==> src/rtl/wdog_mbox_pkg.sv <==
package wdog_mbox_pkg;

  // Register offsets (the bench and software decode these)
  localparam int OFS_RELOAD = 0;
  localparam int OFS_INIT   = 1;
  localparam int OFS_DIN    = 2;
  localparam int OFS_DOUT   = 3;
  localparam int OFS_STS    = 4;
  localparam int OFS_SEL    = 5;

  // Status bit positions
  localparam int STS_TIMEOUT = 0;
  localparam int STS_SWMGMT  = 1;
  localparam int STS_DOUT    = 2;
  localparam int STS_W       = 3;

  // Strobes from control to datapath
  typedef struct packed {
    logic reload;
    logic initWr;
    logic dinWr;
    logic doutWr;
    logic stsWr;
    logic selWr;
    logic tickCount;
  } wd_strobe_t;

endpackage

==> src/rtl/wdog_mbox_ctrl.sv <==
module wdog_mbox_ctrl
  import wdog_mbox_pkg::*;
#(
  parameter int ADDR_W = 3
) (
  input  logic              clk,
  input  logic              rst,
  input  logic [ADDR_W-1:0] regAddr,
  input  logic              regWrEn,
  input  logic              slowTick,
  output wd_strobe_t        stb
);

  always_comb begin
    stb = '0;
    if (regWrEn) begin
      stb.reload = (regAddr == ADDR_W'(OFS_RELOAD));
      stb.initWr = (regAddr == ADDR_W'(OFS_INIT));
      stb.dinWr  = (regAddr == ADDR_W'(OFS_DIN));
      stb.doutWr = (regAddr == ADDR_W'(OFS_DOUT));
      stb.stsWr  = (regAddr == ADDR_W'(OFS_STS));
      stb.selWr  = (regAddr == ADDR_W'(OFS_SEL));
    end
    // A reload access swallows a tick arriving in the same cycle
    stb.tickCount = slowTick && !stb.reload;
  end

  // at most one register is written per access
  p_one_target_r11: assert property (@(posedge clk) disable iff (rst)
    $onehot0({stb.reload, stb.initWr, stb.dinWr, stb.doutWr, stb.stsWr, stb.selWr}));

  // no strobe without a write
  p_no_write_idle_r11: assert property (@(posedge clk) disable iff (rst)
    !regWrEn |-> !(stb.reload || stb.initWr || stb.dinWr || stb.doutWr || stb.stsWr || stb.selWr));

endmodule

==> src/rtl/wdog_mbox_dp.sv <==
module wdog_mbox_dp
  import wdog_mbox_pkg::*;
#(
  parameter int ADDR_W   = 3,
  parameter int DATA_W   = 8,
  parameter int CNT_W    = 6,
  parameter int SEL_W    = 2,
  parameter int MIN_INIT = 4,
  parameter int RST_INIT = 4
) (
  input  logic                 clk,
  input  logic                 rst,
  input  wd_strobe_t           stb,
  input  logic [ADDR_W-1:0]    rdAddr,
  input  logic [DATA_W-1:0]    wrData,
  output logic [DATA_W-1:0]    rdData,
  output logic                 timeoutPulse,
  output logic                 mgmtIrq,
  output logic [(1<<SEL_W)-1:0] hostIrq
);

  localparam int N_HOST = 1 << SEL_W;

  logic [CNT_W-1:0]  cntQ;
  logic [CNT_W-1:0]  initQ;
  logic [DATA_W-1:0] dinQ;
  logic [DATA_W-1:0] doutQ;
  logic [STS_W-1:0]  stsQ;
  logic [SEL_W-1:0]  selQ;
  logic              toPulseQ;
  logic              mgmtQ;

  logic              cntZero;
  logic              expire;
  logic              initOk;
  logic [STS_W-1:0]  stsSet;
  logic [STS_W-1:0]  stsClr;

  always_comb begin
    cntZero = (cntQ == '0);
    expire  = stb.tickCount && cntZero;
    initOk  = (wrData[CNT_W-1:0] >= CNT_W'(MIN_INIT));
    stsSet  = '0;
    stsSet[STS_TIMEOUT] = expire;
    stsSet[STS_SWMGMT]  = stb.dinWr;
    stsSet[STS_DOUT]    = stb.doutWr;
    stsClr  = stb.stsWr ? wrData[STS_W-1:0] : '0;
  end

  // Countdown
  always_ff @(posedge clk) begin
    if (rst) begin
      cntQ     <= CNT_W'(RST_INIT);
      toPulseQ <= 1'b0;
    end else begin
      toPulseQ <= expire;
      if (stb.reload) begin
        cntQ <= initQ;
      end else if (stb.tickCount) begin
        if (cntZero) cntQ <= initQ;
        else         cntQ <= cntQ - CNT_W'(1);
      end
    end
  end

  // Configuration and mailboxes
  always_ff @(posedge clk) begin
    if (rst) begin
      initQ <= CNT_W'(RST_INIT);
      dinQ  <= '0;
      doutQ <= '0;
      selQ  <= '0;
      mgmtQ <= 1'b0;
    end else begin
      mgmtQ <= stb.dinWr;
      if (stb.initWr && initOk) initQ <= wrData[CNT_W-1:0];
      if (stb.dinWr)            dinQ  <= wrData;
      if (stb.doutWr)           doutQ <= wrData;
      if (stb.selWr)            selQ  <= wrData[SEL_W-1:0];
    end
  end

  // Status: set wins over write-1-to-clear
  always_ff @(posedge clk) begin
    if (rst) stsQ <= '0;
    else     stsQ <= (stsQ & ~stsClr) | stsSet;
  end

  // Host interrupt routing
  for (genvar i = 0; i < N_HOST; i++) begin : g_host
    assign hostIrq[i] = stsQ[STS_DOUT] && (selQ == SEL_W'(i));
  end

  // Read mux
  always_comb begin
    rdData = '0;
    case (rdAddr)
      ADDR_W'(OFS_RELOAD): rdData = DATA_W'(cntQ);
      ADDR_W'(OFS_INIT):   rdData = DATA_W'(initQ);
      ADDR_W'(OFS_DIN):    rdData = dinQ;
      ADDR_W'(OFS_DOUT):   rdData = doutQ;
      ADDR_W'(OFS_STS):    rdData = DATA_W'(stsQ);
      ADDR_W'(OFS_SEL):    rdData = DATA_W'(selQ);
      default:             rdData = '0;
    endcase
  end

  assign timeoutPulse = toPulseQ;
  assign mgmtIrq      = mgmtQ;

  // restart value never drops below the floor
  p_init_floor_r3: assert property (@(posedge clk) disable iff (rst)
    initQ >= CNT_W'(MIN_INIT));

  // a counted tick on a nonzero count steps down by one
  p_count_step_r5: assert property (@(posedge clk) disable iff (rst)
    (!$past(rst) && $past(stb.tickCount) && ($past(cntQ) != '0))
      |-> (cntQ == $past(cntQ) - CNT_W'(1)));

  // expiry pulse lasts one cycle and leaves the sticky bit set
  p_timeout_single_r6: assert property (@(posedge clk) disable iff (rst)
    timeoutPulse |=> !timeoutPulse);
  p_timeout_sticky_r6: assert property (@(posedge clk) disable iff (rst)
    timeoutPulse |-> stsQ[STS_TIMEOUT]);

  // a management request always coincides with its status flag
  p_mgmt_flag_r7: assert property (@(posedge clk) disable iff (rst)
    mgmtIrq |-> stsQ[STS_SWMGMT]);

  // exactly one host line is high while outbound status is set
  p_host_one_r8: assert property (@(posedge clk) disable iff (rst)
    $countones(hostIrq) == (stsQ[STS_DOUT] ? 1 : 0));

  // a reload access loads the restart value, tick or not
  p_reload_wins_r10: assert property (@(posedge clk) disable iff (rst)
    (!$past(rst) && $past(stb.reload)) |-> (cntQ == $past(initQ)));

endmodule

==> src/rtl/wdog_mbox.sv <==
module wdog_mbox
  import wdog_mbox_pkg::*;
#(
  parameter int ADDR_W   = 3,
  parameter int DATA_W   = 8,
  parameter int CNT_W    = 6,
  parameter int SEL_W    = 2,
  parameter int MIN_INIT = 4,
  parameter int RST_INIT = 4
) (
  input  logic                  clk,
  input  logic                  rst,
  input  logic [ADDR_W-1:0]     regAddr,
  input  logic                  regWrEn,
  input  logic [DATA_W-1:0]     regWrData,
  output logic [DATA_W-1:0]     regRdData,
  input  logic                  slowTick,
  output logic                  timeoutPulse,
  output logic                  mgmtIrq,
  output logic [(1<<SEL_W)-1:0] hostIrq
);

  wd_strobe_t stb;

  wdog_mbox_ctrl #(.ADDR_W(ADDR_W)) i_ctrl (
    .clk      (clk),
    .rst      (rst),
    .regAddr  (regAddr),
    .regWrEn  (regWrEn),
    .slowTick (slowTick),
    .stb      (stb)
  );

  wdog_mbox_dp #(
    .ADDR_W   (ADDR_W),
    .DATA_W   (DATA_W),
    .CNT_W    (CNT_W),
    .SEL_W    (SEL_W),
    .MIN_INIT (MIN_INIT),
    .RST_INIT (RST_INIT)
  ) i_dp (
    .clk          (clk),
    .rst          (rst),
    .stb          (stb),
    .rdAddr       (regAddr),
    .wrData       (regWrData),
    .rdData       (regRdData),
    .timeoutPulse (timeoutPulse),
    .mgmtIrq      (mgmtIrq),
    .hostIrq      (hostIrq)
  );

endmodule

==> config.mk <==
export PLATFORM = sky130hd
export DESIGN_NAME = wdog_mbox
export DESIGN_NICKNAME = d
export VERILOG_FILES = /design/src/rtl/wdog_mbox_pkg.sv /design/src/rtl/wdog_mbox_ctrl.sv /design/src/rtl/wdog_mbox_dp.sv /design/src/rtl/wdog_mbox.sv
export SDC_FILE = /design/constraint.sdc
export NUM_CORES = 1
export LEC_CHECK = 0
export CORE_MARGIN = 1.5
export CORE_UTILIZATION = 53
export CTS_CLUSTER_SIZE = 40
export DETAILED_ROUTE_END_ITERATION = 8
export GPL_TIMING_DRIVEN = 0
export HOLD_SLACK_MARGIN = 0.12
export PLACE_DENSITY = 0.79
export SYNTH_ARGS = -nofsm -noshare
export SYNTH_HDL_FRONTEND = slang
export SYNTH_HIERARCHICAL = 1
export SYNTH_SLANG_ARGS = --single-unit
==> constraint.sdc <==
create_clock -name clk -period 3.2 [get_ports clk]
set_clock_uncertainty 0.2 [all_clocks]
set_input_delay 0.64 -clock clk [delete_from_list [all_inputs] [get_ports clk]]
set_output_delay 0.64 -clock clk [all_outputs]
set_load 0.02 [all_outputs]
Word-level counts from Yosys, hierarchy flattened
Cells that the tools add are included.
{"block": "classes", "bitwise": 3, "n_reduce_logical": 12, "muxes": 6, "add_sub_neg": 1, "eq_ne": 8, "order_cmp": 1}
{"cell": "$pmux W8 S6", "count": 1}
{"cell": "$mux W6", "count": 4}
{"cell": "$logic_and A1 B1 Y1", "count": 7}
{"cell": "$eq A3 B2 Y1 const B", "count": 2}
{"cell": "$eq A3 B3 Y1 const B", "count": 2}
{"cell": "$ge A6 B3 Y1 const B", "count": 1}
{"cell": "$logic_not A6 Y1", "count": 1}
{"cell": "$sub A6 B1 Y6 const B", "count": 1}
{"cell": "$eq A2 B2 Y1 const B", "count": 2}
{"cell": "$and A3 B3 Y3", "count": 1}
{"cell": "$eq A3 B1 Y1 const B", "count": 1}
{"cell": "$logic_not A3 Y1", "count": 1}
{"cell": "$mux W3", "count": 1}
{"cell": "$not A3 Y3", "count": 1}
{"cell": "$or A3 B3 Y3", "count": 1}
{"cell": "$eq A2 B1 Y1 const B", "count": 1}
{"cell": "$logic_not A2 Y1", "count": 1}
{"cell": "$reduce_bool A2 Y1", "count": 1}
{"cell": "$logic_not A1 Y1", "count": 1}
{"block": "totals", "ff_bits": 35, "output_inout_bits": 14}

Depth between registers and ports, before layout
Gate-level depths: netlist (run 1).
{"block": "logic_depth", "depth_word": 6, "ltp_mapped": 6, "ltp_nobuf": 6}

Modules after synthesis
The synthesis (run 1) kept the hierarchy.
{"mod": "wdog_mbox_dp", "instances": 1, "cells_per_inst": 184, "area_per_inst_um2": 1729.2}
{"mod": "wdog_mbox_ctrl", "instances": 1, "cells_per_inst": 8, "area_per_inst_um2": 73.8}

Worst setup path before layout (run 1)
Ideal clock, no wire load.
{"block": "synth_timing", "path_kind": "input to register", "startpoint": "in regAddr[2]", "endpoint": "reg i_dp.cntQ[2]", "setup_ns": 0.120, "path_stages": 6, "arrival_ns": 2.175, "path_slack_ns": 0.705, "required_time_ns": 2.880, "path_buffers": 0, "cell_sequence": "nor4b_2 nor2b_1 nor3b_2 a21oi_2 nor2b_1 a211o_1"}
{"element": "start: declaration", "line": "wdog_mbox.sv:13", "text": "input logic [ADDR_W-1:0] regAddr,"}
{"element": "end signal: assignment", "line": "wdog_mbox_dp.sv:53", "text": "cntQ <= CNT_W'(RST_INIT);"}
{"element": "end signal: assignment", "line": "wdog_mbox_dp.sv:58", "text": "cntQ <= initQ;"}
{"element": "end signal: assignment", "line": "wdog_mbox_dp.sv:60", "text": "if (cntZero) cntQ <= initQ;"}
{"element": "end: declaration", "line": "wdog_mbox_dp.sv:24", "text": "logic [CNT_W-1:0] cntQ;"}

Worst setup path after layout (run 1)
{"block": "layout_timing", "startpoint": "in regAddr[0]", "endpoint": "out regRdData[5]"}
{"block": "layout_between", "elab_chain_len": 2, "word_cells_on_any_way": 7, "classes_between": "eq/ne (5); mux (1); reduce/logical (1)"}
{"element": "$eq A3 B3 Y1 (tied with other cells)", "line": "wdog_mbox_dp.sv:97", "text": "case (rdAddr)"}
{"element": "$pmux W8 S6 (*)", "line": "wdog_mbox_dp.sv:97"}
{"element": "end: declaration", "line": "wdog_mbox.sv:16", "text": "output logic [DATA_W-1:0] regRdData,"}
Every way passes the cells marked *; elsewhere a longest branch is shown, timed or not.

==> flow_summary.yaml, run 1 <==
run_status:
  status: "complete, no violations"
yosys:
  yosysWarnings: 6
  syn_nets: 209
  ys_ff_latch: 35
  syn_area_um2: 1800
  avgSynthCellArea_um2: 9.39
  ys_types: 43
  postSynthCellCount: 192
  synth-edff-count: 0
  async_flop_share_pct: 0
  ys_seq_area_share_pct: 38.9
  ys.flop_type: "dfxtp_1"
cts:
  cts-buffers-inserted: 5
  htree_levels: 2
  post_cts_buffers: 0
  cts_buffer_depth: 2
  hold_buffers: 0
  clkSinkCount: 35
  clk_latency_ns: 0.33
  cts_root_buf: "clkbuf_4"
  cts_tree: "done"
  cts.clk_slew.worst_paths_ns: 0.10
min_path:
  min_path_type: "reg -> reg"
  min_delay_worst_endpoint: "i_dp/stsQ[0]"
  worstHoldStart: "i_dp/stsQ[0]"
  hold_depth: 2
routing:
  avgRoutedWirePerCell_um: 15.8
  drt_iter0_drc: 82
  drc: 0
  dr_total_vias: 1552
  firstDrtPassIters: 4
  routed_wl_um: 4280
  via_per_inst: 5.73
  antenna_left: 0
timing:
  slew_viol_final: 0
  post-route-period-util_pct: 97.6
  worst_slew_pin_slew_ns: 0.795
  maxSlewHeadroom_pct: 46.9
  timing.fmax_ghz: 0.320
  grt_setup_unrepaired: "false"
  hold_violations: 0
  fin_tns_setup_ns: 0
  finalSetupViolCount: 0
  fin_crit_ns: 3.12
  setup_slack_ns: 0.0766
finish:
  nNetsFinal: 243
  diodes: 0
  drive_gt1_share_pct: 10.6
  fin_cells: 271
  syn_to_final_growth_pct: 20.7
run:
  max_cap_viol_count: 0
place:
  io_buffers: 27
  pre_cts_slack_ns: -0.459
  dp_hpwl_um: 3100
  place.gp.congestion: 0.862
  place_inst: 263
critical_path:
  r2r_end: "i_dp/cntQ[2]"
  r2r_cells: 6
  r2r_slack_ns: 1.34
  arrival_ns: 2.28
  timing.rr.start: "i_dp/cntQ[0]"
  endpoint_kind: "output port"
  cp-start-kind: "input pin"
  critical_path_required_ns: 2.36
  path_class: "in -> out"
  crit_fanout: 10
floorplanning:
  coreArea_um2: 3150
  dieArea_um2: 3760
  ioPinCount: 29
  initial_core_util_pct: 57.2
  die_w_um: 61.3
  die-height_um: 61.3
  placementRows: 20
power_and_ir_drop:
  irDropWorstVdd_uv: 259
  powerDensity_nw_per_um2: 399
  total_power_mw: 0.869
  power.leakage_nw: 0.811
global_route:
  grt_first_pass_wirelength_um: 6820
  grtUsageTotal_pct: 25.0
  grt_overflow_total: 0
  grt_antenna_before_repair: 0
  grt_max_degree: 16
  grt_pass1_vias: 1471
-- worst max-delay path, stage by stage --
cell and delay, ns:
dlygate4sd2_1 0.36, buf_4 0.26, mux4_2 0.32, nor2b_1 0.15
clkdlybuf4s50_1 0.55
-- synthesized netlist by cell type, drive strengths merged, types with 2 or more instances --
cell | count | share of area (%)
a221oi | 2 | 0.97
mux2i | 27 | 15
nand3 | 2 | 0.56
nor2b | 9 | 3.1
nand2 | 14 | 2.9
nor2 | 35 | 7.3
and4bb | 2 | 1.4
mux4 | 3 | 3.7
clkbuf | 6 | 2.4
dfxtp | 35 | 39
nor3 | 2 | 0.56
or3 | 3 | 1.0
nand2b | 2 | 0.69
a211oi | 2 | 0.83
a22oi | 2 | 0.83
buf | 2 | 0.56
a31oi | 2 | 0.69
inv | 4 | 0.83
ha | 2 | 1.4
a21oi | 10 | 3.0
o21ai | 4 | 1.1
nor3b | 4 | 2.2
-- final cells by class --
cell class / count / area (µm²)
Clock buffer: 5 / 37.5
Clock inverter: 3 / 15.0
Tap cell: 44 / 55.1
Sequential cell: 35 / 701
Timing Repair Buffer: 27 / 262
Buffer: 8 / 57.6
Multi-Input combinational cell: 145 / 1030
Fill cell: 266 / 976
Inverter: 4 / 15.0
-- logic make-up after synthesis --
| family | synth area share (%) |
|---|---|
| simple gates | 23.5 |
| buf+inv | 3.75 |
| compound gates | 12.7 |
| flops | 38.9 |
| xor+xnor | 0.486 |
| mux | 19.4 |
| fa+ha+maj | 1.39 |
-- report_power, final --
part,internal (mW),leakage (nW),switching [mW]
Sequential,0.454,0.284,0.0204
Combinational,0.0768,0.492,0.0883
Clock,0.0818,0.0347,0.149
-- per-stage QoR --
step | instance area [µm²] | hold slack [ns] | util (%)
CTS | 2180 | 0.270 | 69.0
global route | 2180 | 0.279 | 69.0
global placement | 2130 | 0.256 | 67.5
finish | 2180 | 0.279 | 69.0
floorplan | 1800 | 0.231 | -
detailed placement | 2130 | 0.251 | 67.5
-- state kept, by name, indices dropped and copies added (netlist names) --
| signal | flops |
|---|---|
| i_dp/dinQ | 8 |
| i_dp/doutQ | 8 |
| i_dp/cntQ | 6 |
| i_dp/initQ | 6 |
| i_dp/stsQ | 3 |
| i_dp/selQ | 2 |
| i_dp/mgmtIrq | 1 |
| i_dp/timeoutPulse | 1 |
-- timing repair --
item | CTS | global route
gates resized for setup | 9 | 0
hold endpoints to repair | 0 | 0
endpoints found under the setup margin | 9 | 0
-- worst max-delay path by stage --
stage / start / endpoint / slack (ns)
2_1_floorplan: regAddr[2] / i_dp/cntQ[2] / 0.71
3_3_place_gp: regAddr[0] / regRdData[3] / -0.46
3_5_place_dp: regAddr[0] / regRdData[3] / -0.46
4_1_cts: regAddr[0] / regRdData[5] / 0.08
5_1_grt: regAddr[0] / regRdData[5] / 0.008
6_report: regAddr[0] / regRdData[5] / 0.08
-- metal layers --
layer	track usage, %	wire length (µm)	vias up	share of wire, %
met4	8.39	45	0	1.1
met2	41.5	2090	54	49
li1	-	-	756	-
met1	33.2	1940	737	45
met3	4.41	204	5	4.8
met5	0	0	-	0
-- placed cells by master (no fill, tap or decap), drive strengths merged, types with 4 or more instances in the layout --
cell           synthesis  routed
dlygate4sd2            0       7
clkdlybuf4s50          0      20
dfxtp                 35      35
nor2                  35      35
o21ai                  4       4
inv                    4       4
mux2i                 27      27
clkbuf                 6      11
nor3b                  4       4
nand2                 14      14
a21oi                 10      10
nor2b                  9       9
Power figures use the tool's default switching activity.
==> run 2: changes to the inputs <==
--- a/config.mk
+++ b/config.mk
@@ -5,6 +5,7 @@
 export SDC_FILE = /design/constraint.sdc
 export NUM_CORES = 1
 export LEC_CHECK = 0
+export CAP_MARGIN = 20
 export CORE_MARGIN = 1.5
 export CORE_UTILIZATION = 53
 export CTS_CLUSTER_SIZE = 40
==> results of run 2 <==
The final DEF is identical to that of run 1; final timing and power are the same.
==> run 3: changes to the inputs <==
--- a/config.mk
+++ b/config.mk
@@ -6,7 +6,6 @@
 export NUM_CORES = 1
 export LEC_CHECK = 0
 export CAP_MARGIN = 20
-export CORE_MARGIN = 1.5
 export CORE_UTILIZATION = 53
 export CTS_CLUSTER_SIZE = 40
 export DETAILED_ROUTE_END_ITERATION = 8
==> run 3 against run 2 <==
Net effect: core utilization rose by 0.95 points; sequential share of layout area shrank 0.18 points; highest routed layer unchanged; largest power group unchanged; register-to-register slack barely moved; critical path type unchanged; critical endpoint is now regRdData[3].
==> flow_summary.yaml, run 3 (synthesized netlist as in run 1, its figures left out) <==
routing:
  firstDrtPassIters: 5
  avgRoutedWirePerCell_um: 16.4
  antenna_left: 0
  drt_iter0_drc: 107
  drc: 0
  via_per_inst: 5.83
  routed_wl_um: 4430
  dr_total_vias: 1575
cts:
  post_cts_buffers: 0
  cts_tree: "done"
  hold_buffers: 0
  cts.clk_slew.worst_paths_ns: 0.10
  clk_latency_ns: 0.34
  cts_buffer_depth: 2
  clkSinkCount: 35
  cts_root_buf: "clkbuf_4"
  cts-buffers-inserted: 5
  htree_levels: 2
finish:
  fin_cells: 270
  nNetsFinal: 243
  fin_area_um2: 2190
  syn_to_final_growth_pct: 21.4
  final_cell_mix: "nor2_1 (35), dfxtp_1 (35), mux2i_1 (27), clkdlybuf4s50_1 (21), nand2_1 (14)"
  diodes: 0
  largestRegisters: "i_dp/dinQ (8), i_dp/doutQ (8)"
  drive_gt1_share_pct: 12.4
  fin_util_pct: 70.0
timing:
  finalSetupViolCount: 0
  worst_slew_pin_slew_ns: 0.788
  timing.fmax_ghz: 0.321
  hold_violations: 0
  fin_tns_setup_ns: 0
  slew_viol_final: 0
  maxSlewHeadroom_pct: 47.3
  post-route-period-util_pct: 97.5
  grt_setup_unrepaired: "false"
  setup_slack_ns: 0.0816
  whs_ns: 0.271
  fin_crit_ns: 3.12
floorplanning:
  die_w_um: 60.3
  dieArea_um2: 3640
  coreArea_um2: 3130
  ioPinCount: 29
  die-height_um: 60.3
  placementRows: 20
  initial_core_util_pct: 57.6
global_route:
  grt_pass1_vias: 1496
  grt_overflow_total: 0
  grt_first_pass_wirelength_um: 6840
  grtUsageTotal_pct: 26.7
  grt_antenna_before_repair: 0
  grt_max_degree: 16
critical_path:
  crit_fanout: 10
  cp-start-kind: "input pin"
  crit_start: "regAddr[0]"
  r2r_cells: 6
  timing.rr.start: "i_dp/cntQ[0]"
  critical_path_required_ns: 2.36
  max_stage_delay_ns: 0.54
  path_cells: "clkdlybuf4s15_2, buf_6, mux4_2, nor2b_1, clkdlybuf4s50_1"
  path_class: "in -> out"
  cp_slowest_cell: "clkdlybuf4s50_1"
  arrival_ns: 2.28
  endpoint_kind: "output port"
place:
  pre_cts_slack_ns: -0.505
  io_buffers: 27
  place.gp.congestion: 0.862
  dp_hpwl_um: 3150
  place_inst: 263
  placed_cell_area_um2: 2130
power_and_ir_drop:
  total_power_mw: 0.882
  power.leakage_nw: 0.820
  irDropWorstVdd_uv: 287
  powerDensity_nw_per_um2: 403
run:
  max_cap_viol_count: 0
min_path:
  worstHoldStart: "i_dp/stsQ[0]"
  min_path_type: "reg -> reg"
  hold_depth: 2
run_status:
  status: "complete, no violations"
## run 3: changes by cell type in the layout (fill, tap and decap cells not counted), sizes merged
cell / previous run / this run
clkbuf: 11 / 14
clkdlybuf4s50: 20 / 21
clkinv: 3 / 1
dlymetal6s2s: 0 / 1
dlygate4sd2: 7 / 2
clkdlybuf4s15: 0 / 1
## run 3: layout make-up
class                   count  area [µm²]
repair buffers             27         262
clock inverters             1        5.00
inverters                   4        15.0
multi-input cells         145        1040
plain buffers               8        61.3
fillers                   260         938
well taps                  44        55.1
flip-flops and latches     35         701
clock buffers               6        51.3
## run 3: critical path, delay by kind of cell
family	cells	cell delay (ns)
buffers and inverters	3	1.00
muxes	1	0.50
and+or+nand+nor	1	0.14
## run 3: power by group
part / switching [mW] / internal (mW)
sequential: 0.0197 / 0.453
clock: 0.140 / 0.102
combinational: 0.0900 / 0.0780
## run 3: routing by layer
| layer | wire length [µm] | global-route usage, % | share of wire, % | vias up |
|---|---|---|---|---|
| met2 | 2200 | 44.7 | 50 | 65 |
| li1 | - | - | - | 753 |
| met5 | 0 | 0 | 0 | - |
| met4 | 99 | 13.3 | 2.2 | 0 |
| met1 | 1780 | 31.1 | 40 | 746 |
| met3 | 348 | 7.36 | 7.9 | 11 |
## run 3: final timing paths
check                 end  slack, ns
min reg2reg  i_dp/stsQ[0]       0.27
min          i_dp/stsQ[0]       0.27
max reg2reg  i_dp/cntQ[3]       1.33
max          regRdData[3]       0.08
## run 3: repair_timing
action                     CTS  global route
gates cloned                 0             0
gates resized for setup     12             5
setup endpoints to repair    8             2
